$ cat src/rtl/spi_fm_pkg.sv
package spi_fm_pkg;
  typedef enum logic {
    ST_IDLE = 1'b0,
    ST_RUN  = 1'b1
  } fm_state_e;
endpackage

$ cat src/rtl/spi_fm_half_tick.sv
module spi_fm_half_tick #(
  parameter int HALF_W = 15
) (
  input  logic              clk_i,
  input  logic              rst_ni,
  input  logic              en_i,
  input  logic [HALF_W-1:0] half_i,
  output logic              tick_o
);
  logic [HALF_W-1:0] cnt_q;

  assign tick_o = en_i && (cnt_q == half_i - HALF_W'(1));

  always_ff @(posedge clk_i or negedge rst_ni) begin
    if (!rst_ni)          cnt_q <= '0;
    else if (!en_i || tick_o) cnt_q <= '0;
    else                  cnt_q <= cnt_q + HALF_W'(1);
  end
endmodule

$ cat src/rtl/spi_fm_tx_shift.sv
module spi_fm_tx_shift #(
  parameter int DATA_W = 16,
  parameter int LEN_W  = 5
) (
  input  logic              clk_i,
  input  logic              rst_ni,
  input  logic              load_i,
  input  logic              cpha_i,
  input  logic [LEN_W-1:0]  n_i,
  input  logic [DATA_W-1:0] word_i,
  input  logic              chg_i,
  output logic              mosi_o
);
  logic [DATA_W-1:0] sh_q;
  logic [DATA_W-1:0] aligned;
  logic [LEN_W-1:0]  amt;

  assign amt     = LEN_W'(DATA_W) - n_i;
  assign aligned = word_i << amt;

  always_ff @(posedge clk_i or negedge rst_ni) begin
    if (!rst_ni) begin
      sh_q   <= '0;
      mosi_o <= 1'b0;
    end else if (load_i) begin
      if (!cpha_i) begin
        // phase 0: first bit must be on the line before the first edge
        mosi_o <= aligned[DATA_W-1];
        sh_q   <= {aligned[DATA_W-2:0], 1'b0};
      end else begin
        sh_q   <= aligned;
      end
    end else if (chg_i) begin
      mosi_o <= sh_q[DATA_W-1];
      sh_q   <= {sh_q[DATA_W-2:0], 1'b0};
    end
  end
endmodule

$ cat src/rtl/spi_fm_rx_capture.sv
module spi_fm_rx_capture #(
  parameter int DATA_W = 16,
  parameter int LEN_W  = 5,
  parameter int DLY_W  = 3
) (
  input  logic              clk_i,
  input  logic              rst_ni,
  input  logic              cap_i,
  input  logic [DLY_W-1:0]  dly_i,
  input  logic [LEN_W-1:0]  n_i,
  input  logic              miso_i,
  output logic [DATA_W-1:0] rx_data_o,
  output logic              rx_valid_o,
  output logic              pend_o
);
  localparam int DEPTH = 2 ** DLY_W;

  logic [DEPTH-2:0]  pipe_q;
  logic [DATA_W-2:0] sh_q;
  logic [LEN_W-1:0]  cnt_q;
  logic              take;
  logic [DATA_W-1:0] nxt;
  logic [DATA_W-1:0] keep;
  logic [LEN_W-1:0]  amt;

  // delayed strobes travel independently, so overlapping captures are fine
  assign take   = (dly_i == '0) ? cap_i : pipe_q[dly_i - DLY_W'(1)];
  assign pend_o = |pipe_q;
  assign nxt    = {sh_q, miso_i};
  assign amt    = LEN_W'(DATA_W) - n_i;
  assign keep   = {DATA_W{1'b1}} >> amt;

  always_ff @(posedge clk_i or negedge rst_ni) begin
    if (!rst_ni) begin
      pipe_q     <= '0;
      sh_q       <= '0;
      cnt_q      <= '0;
      rx_data_o  <= '0;
      rx_valid_o <= 1'b0;
    end else begin
      pipe_q     <= {pipe_q[DEPTH-3:0], cap_i};
      rx_valid_o <= 1'b0;
      if (take) begin
        sh_q <= nxt[DATA_W-2:0];
        if (cnt_q == n_i - LEN_W'(1)) begin
          cnt_q      <= '0;
          rx_data_o  <= nxt & keep;
          rx_valid_o <= 1'b1;
        end else begin
          cnt_q <= cnt_q + LEN_W'(1);
        end
      end
    end
  end
endmodule

$ cat src/rtl/spi_frame_master.sv
module spi_frame_master
  import spi_fm_pkg::*;
#(
  parameter int DATA_W  = 16,
  parameter int CS_W    = 4,
  parameter int DIV_W   = 16,
  parameter int DLY_W   = 3,
  parameter int MIN_LEN = 4,
  localparam int LEN_W  = $clog2(DATA_W + 1)
) (
  input  logic              clk_i,
  input  logic              rst_ni,
  input  logic              cpol_i,
  input  logic              cpha_i,
  input  logic              cont_i,
  input  logic [DIV_W-1:0]  div_i,
  input  logic [LEN_W-1:0]  len_i,
  input  logic [CS_W-1:0]   cs_en_i,
  input  logic [DLY_W-1:0]  rx_dly_i,
  input  logic [DATA_W-1:0] tx_data_i,
  input  logic              tx_valid_i,
  output logic              tx_ready_o,
  output logic [DATA_W-1:0] rx_data_o,
  output logic              rx_valid_o,
  output logic              busy_o,
  output logic              sclk_o,
  output logic [CS_W-1:0]   cs_n_o,
  output logic              mosi_o,
  input  logic              miso_i
);
  localparam int HALF_W = DIV_W - 1;
  localparam int EDGE_W = LEN_W + 1;

  fm_state_e         state_q;
  logic [HALF_W-1:0] half_q;
  logic              cpol_q, cpha_q;
  logic [CS_W-1:0]   cs_en_q;
  logic [LEN_W-1:0]  n_q, n_live;
  logic [DLY_W-1:0]  dly_q;
  logic [EDGE_W-1:0] ecnt_q, last_e;
  logic              tgl_q;
  logic [HALF_W-1:0] half_live;
  logic              unused_div0;
  logic              tick, rx_pend, idle, start, reload;
  logic              in_frame, edge_ev, cap_ev, chg_ev, at_last, end_ev;
  logic              load_cpha;
  logic [LEN_W-1:0]  load_n;

  assign half_live   = div_i[DIV_W-1:1];
  assign unused_div0 = div_i[0];

  always_comb begin
    if (len_i < LEN_W'(MIN_LEN))     n_live = LEN_W'(MIN_LEN);
    else if (len_i > LEN_W'(DATA_W)) n_live = LEN_W'(DATA_W);
    else                             n_live = len_i;
  end

  assign idle     = (state_q == ST_IDLE);
  assign last_e   = {n_q, 1'b0};
  assign in_frame = (ecnt_q != last_e);
  assign edge_ev  = tick && in_frame;
  assign end_ev   = tick && !in_frame;
  assign at_last  = tick && (ecnt_q == last_e - EDGE_W'(1));
  assign cap_ev   = edge_ev && (ecnt_q[0] == cpha_q);
  assign chg_ev   = edge_ev && (ecnt_q[0] != cpha_q) && !(!cpha_q && at_last);

  assign tx_ready_o = idle ? ((|half_live) && !rx_pend) : (at_last && cont_i);
  assign start      = idle && tx_ready_o && tx_valid_i;
  assign reload     = at_last && cont_i && tx_valid_i;
  assign load_cpha  = idle ? cpha_i : cpha_q;
  assign load_n     = idle ? n_live : n_q;

  assign busy_o = !idle;
  assign sclk_o = cpol_q ^ tgl_q;
  assign cs_n_o = ~(cs_en_q & {CS_W{busy_o}});

  always_ff @(posedge clk_i or negedge rst_ni) begin
    if (!rst_ni) begin
      state_q <= ST_IDLE;
      half_q  <= '0;
      cpol_q  <= 1'b0;
      cpha_q  <= 1'b0;
      cs_en_q <= '0;
      n_q     <= LEN_W'(MIN_LEN);
      dly_q   <= '0;
      ecnt_q  <= '0;
      tgl_q   <= 1'b0;
    end else if (idle) begin
      cpol_q <= cpol_i;
      if (start) begin
        state_q <= ST_RUN;
        half_q  <= half_live;
        cpha_q  <= cpha_i;
        cs_en_q <= cs_en_i;
        n_q     <= n_live;
        dly_q   <= rx_dly_i;
        ecnt_q  <= '0;
        tgl_q   <= 1'b0;
      end
    end else begin
      if (edge_ev) begin
        tgl_q  <= ~tgl_q;
        ecnt_q <= reload ? '0 : ecnt_q + EDGE_W'(1);
      end
      if (end_ev) state_q <= ST_IDLE;
    end
  end

  spi_fm_half_tick #(.HALF_W(HALF_W)) u_tick (
    .clk_i  (clk_i),
    .rst_ni (rst_ni),
    .en_i   (busy_o),
    .half_i (half_q),
    .tick_o (tick)
  );

  spi_fm_tx_shift #(.DATA_W(DATA_W), .LEN_W(LEN_W)) u_tx (
    .clk_i  (clk_i),
    .rst_ni (rst_ni),
    .load_i (start || reload),
    .cpha_i (load_cpha),
    .n_i    (load_n),
    .word_i (tx_data_i),
    .chg_i  (chg_ev),
    .mosi_o (mosi_o)
  );

  spi_fm_rx_capture #(.DATA_W(DATA_W), .LEN_W(LEN_W), .DLY_W(DLY_W)) u_rx (
    .clk_i      (clk_i),
    .rst_ni     (rst_ni),
    .cap_i      (cap_ev),
    .dly_i      (dly_q),
    .n_i        (n_q),
    .miso_i     (miso_i),
    .rx_data_o  (rx_data_o),
    .rx_valid_o (rx_valid_o),
    .pend_o     (rx_pend)
  );
endmodule

$ cat config.mk
export PLATFORM = sky130hd
export DESIGN_NAME = spi_frame_master
export DESIGN_NICKNAME = d
export VERILOG_FILES = /design/src/rtl/spi_fm_pkg.sv /design/src/rtl/spi_fm_half_tick.sv /design/src/rtl/spi_fm_tx_shift.sv /design/src/rtl/spi_fm_rx_capture.sv /design/src/rtl/spi_frame_master.sv
export SDC_FILE = /design/constraint.sdc
export NUM_CORES = 1
export LEC_CHECK = 0
export CAP_MARGIN = 20
export CORE_ASPECT_RATIO = 1.1
export CORE_UTILIZATION = 51
export DETAILED_ROUTE_END_ITERATION = 16
export PLACE_DENSITY = 0.73
export SYNTH_ARGS = -nofsm -noshare
export SYNTH_HDL_FRONTEND = slang
export SYNTH_SLANG_ARGS = --single-unit
$ cat constraint.sdc
create_clock -name clk_i -period 11.6 [get_ports clk_i]
set_input_delay 2.32 -clock clk_i [delete_from_list [all_inputs] [get_ports clk_i]]
set_output_delay 2.32 -clock clk_i [all_outputs]
set_load 0.01 [all_outputs]
==> results list <==
* Leading cell type in the layout, fill and taps excluded: sky130_fd_sc_hd__dfrtp_1
- Clock skew on the completed layout was measured at 0.00905 ns.
- In the layout the commonest cells are 112 x sky130_fd_sc_hd__dfrtp_1, 73 x sky130_fd_sc_hd__clkdlybuf4s50_1, 61 x sky130_fd_sc_hd__nand2_1.
- The die covers 14400 sq um.
- Die Span X: 114 microns
- VDD sags by at most 0.0000961 V.
* Htree depth: 4
- The post-route netlist has 15.2% of its cells at a drive strength greater than 1.
- For this run, the leading register cell type out of synthesis is sky130_fd_sc_hd__dfrtp_1.
- Synthesis-stage register bit count: 113
- Leading area contributor after synthesis: sky130_fd_sc_hd__dfrtp_1
* Largest cells by area after synthesis: sky130_fd_sc_hd__dfrtp_1 40%, sky130_fd_sc_hd__mux2_2 8.3%, sky130_fd_sc_hd__xnor2_1 3.8%
* Vias in the first global route: 5828
- Share of the yosys chip area belonging to registers: 39.9%
- Share of the clock period used by the worst path after layout: 57.3%
- Synthesis produced 727 cells.
* CTS tree: done
- Number of max-slew violations in the final report: 0
* Min setup slack post-route: 4.95 ns
* Share of Yosys cell area claimed by the top area cell type: 39.5%
- Number of warnings issued by yosys: 0
* Setup TNS: 0 ns
* Post-layout net count: 853
- Counting flops with a built-in enable in the synthesized netlist gives 0.
* Worst-Margin Slew: 0.837 ns
* Type of destination of the critical path: primary output
* Setup repair after global routing missed its margin: false
- The detailed router placed 5883 vias in this run.
- STA classifies the critical path startpoint as an input pin.
* Total of endpoints with negative setup slack in the final report: 0
- The number of setup buffers added after CTS is 0.
- The layout has 1093 filler cells.
- The mapped netlist covers 7090 sq um.
* Number of DRC markers after the initial detailed-route iteration: 366
- The die is 126 microns tall.
* Wire length of the first global-routing pass: 29.2 mm
- The finished cells cover 8620 sq um.
- Final RePlAce weighted congestion: 0.895
- Top achievable clock speed: 150 MHz
- Input and output buffers added on the ports amount to 74.
- The routed design has 17.5 mm of wire.
- Clock tree synthesis inserted a total of 17 buffers.
- The longest clock path from root to sink contains 2 buffers.
- The analysis attributes to cell leakage a power of 3.80 nW.
- In this run the mean area of a mapped cell was 9.75 sq um.
- Subtracting the final worst setup slack from the clock period gives 6.65 ns.
- Initial antenna violation count: 0
* Share of synthesized flip-flops with an asynchronous set or reset: 100%
- Pin placement for this block handled 76 I/O pins.
- Clock latency of the later-clocked register in the worst-skew pair: 0.42 ns
- Antenna violation net count after detailed routing: 0
- In this run the clock root is driven by a sky130_fd_sc_hd__clkbuf_16.
* Routed length per placed instance: 17.7 microns
* Number of remaining DRC errors: 0
- Entering global routing, the biggest net connects 68 pins.
- Effective utilization at floorplan: 53.0%
* Gr ovfl total: 0
- Core region area: 13400 sq um
- Synthesized Nets: 789
- STA puts the critical path data arrival time at 4.33 ns.
- Hold repair after CTS inserted 0 buffers.
- In this run the worst path has a maximum fanout of 4.
- The number of gates resized after CTS was 0.
- The number of antenna diodes in the final layout is 0.
- Distinct cell type count of the synthesized netlist: 75
- The worst hold path belongs to the class register to register.
- The critical path is of the input pin to primary output type.
- For this design, the sink count on the clock tree is 113.
* Post-detailed-placement half-perimeter wirelength: 12.5 mm
- The area growth from synthesis to layout is 21.6%.
- Across every metal layer, demand over resource in global routing totals 26.0%.
* CTS clock-pin slew for the worst setup and hold paths: 0.05 ns
- STA puts the critical path data required time at 9.28 ns.
- Run status: finished clean
* Number of failing hold endpoints at the final stage: 0
- The tool flagged a number of max-cap violations equal to 0.
- Worst slew margin: 44.2%
* Placed Instance Area: 7970 sq um
* DRT Pass-1 Iters: 5
* Vias per inst: 5.97
- The initialized floorplan defines 44 standard-cell rows.
- Timing analysis after detailed placement gives a worst setup slack of 4.53 ns.
- Power per standard cell area: 115 nW/um^2
[worst max-delay path, cell delays in order]
cell and delay [ns]:
sky130_fd_sc_hd__clkdlybuf4s50_1 0.42, sky130_fd_sc_hd__nor4_1 0.40, sky130_fd_sc_hd__nand4_1 0.20, sky130_fd_sc_hd__and3_1 0.29
sky130_fd_sc_hd__a21o_1 0.20, sky130_fd_sc_hd__clkdlybuf4s50_1 0.49
[where the power goes]
group / switching [W] / total (W) / internal, W / leakage, nW
combinational: 0.0000277 / 0.0000534 / 0.0000257 / 1.96
sequential: 0.000000278 / 0.000395 / 0.000395 / 1.54
clock: 0.000177 / 0.000544 / 0.000367 / 0.298
[layout make-up]
| class | count | area (sq um) | share of cell area, % |
|---|---|---|---|
| clock buffer | 20 | 457 | 5.30 |
| tap | 184 | 230 | 2.67 |
| multi-input combinational | 550 | 4010 | 46.5 |
| inverter | 23 | 86.3 | 1.00 |
| clock inverter | 10 | 159 | 1.84 |
| sequential | 113 | 2830 | 32.8 |
| timing repair buffer | 86 | 848 | 9.84 |
[path summary, 6_finish.rpt]
path                                 from                  to  slack, ns  depth (start not counted)
max                              div_i[3]          tx_ready_o       4.95                          6
max reg2reg                        busy_o       u_tx.sh_q[11]       7.39                         14
min                        u_rx.pipe_q[4]      u_rx.pipe_q[5]       0.40                          0
max in group asynchronous          rst_ni          cs_en_q[3]       8.42                          2
min reg2reg                u_rx.pipe_q[4]      u_rx.pipe_q[5]       0.40                          0
min in group asynchronous          rst_ni  u_rx.rx_data_o[11]       1.92                          1
[synthesized netlist by cell type, types with 3 or more instances]
cell                       number
sky130_fd_sc_hd__o31ai_1        6
sky130_fd_sc_hd__nand3b_1       3
sky130_fd_sc_hd__a31oi_1        5
sky130_fd_sc_hd__or3_1          3
sky130_fd_sc_hd__mux2_2        52
sky130_fd_sc_hd__a21o_1         5
sky130_fd_sc_hd__mux4_2        12
sky130_fd_sc_hd__xor2_1        24
sky130_fd_sc_hd__a21oi_1       20
sky130_fd_sc_hd__nand3_1       27
sky130_fd_sc_hd__nand2b_1       9
sky130_fd_sc_hd__nor2_1        50
sky130_fd_sc_hd__xnor2_1       31
sky130_fd_sc_hd__a211oi_1       6
sky130_fd_sc_hd__o22ai_1        3
sky130_fd_sc_hd__mux2i_1       17
sky130_fd_sc_hd__nor2b_1        6
sky130_fd_sc_hd__nor3_1        15
sky130_fd_sc_hd__nand2_1       61
sky130_fd_sc_hd__mux2_1         4
sky130_fd_sc_hd__or4_1          9
sky130_fd_sc_hd__o21ai_0       49
sky130_fd_sc_hd__clkbuf_1      34
sky130_fd_sc_hd__and3_1        16
sky130_fd_sc_hd__o21bai_1       3
sky130_fd_sc_hd__o211ai_1       5
sky130_fd_sc_hd__buf_2          3
sky130_fd_sc_hd__dfrtp_1      112
sky130_fd_sc_hd__inv_1         22
sky130_fd_sc_hd__a22oi_1       17
sky130_fd_sc_hd__nor4_1        11
sky130_fd_sc_hd__and2_1         3
sky130_fd_sc_hd__buf_1          3
sky130_fd_sc_hd__nand4_1       10
sky130_fd_sc_hd__ha_1          11
sky130_fd_sc_hd__or2_2          4
sky130_fd_sc_hd__a211o_1        3
sky130_fd_sc_hd__nor3b_1        7
sky130_fd_sc_hd__o21a_1         4
sky130_fd_sc_hd__o221ai_1       3
[state kept, by name, indices dropped and copies added, names as in the netlist, 6 cells and up]
name and count:
ecnt_q 6, half_q 15, u_tick.cnt_q 15, u_rx.pipe_q 7, u_rx.rx_data_o 16, u_rx.sh_q 15, u_tx.sh_q 16
[metrics by stage]
step                      total power, W  util (%)  hold slack [ns]  instances
after detailed placement        0.000455      59.5            0.394        953
final                           0.000993      64.5            0.403        986
after CTS                        0.00100      64.1            0.401        983
after global placement          0.000455      59.5            0.381        953
after floorplan                 0.000420         -            0.369        727
after global routing             0.00103      64.5            0.418        986
[kinds of logic (layout without fill, tap and decap cells)]
logic type	count (synthesis)	after routing	share of synthesized area (%)
xor+xnor	56	56	7.11
compound gates	155	155	14.9
mux	85	85	15.1
flops	113	113	39.9
simple gates	243	243	17.6
fa+ha+maj	11	11	1.94
buf+inv	64	139	3.49
[routing by layer]
layer	share of wire, %	global-route usage [%]	up-vias
li1	-	-	2795
met1	44	33.7	2896
met2	49	42.6	164
met3	4.8	6.16	28
met4	1.9	9.01	0
met5	0	0	-
Power figures use the tool's default switching activity.
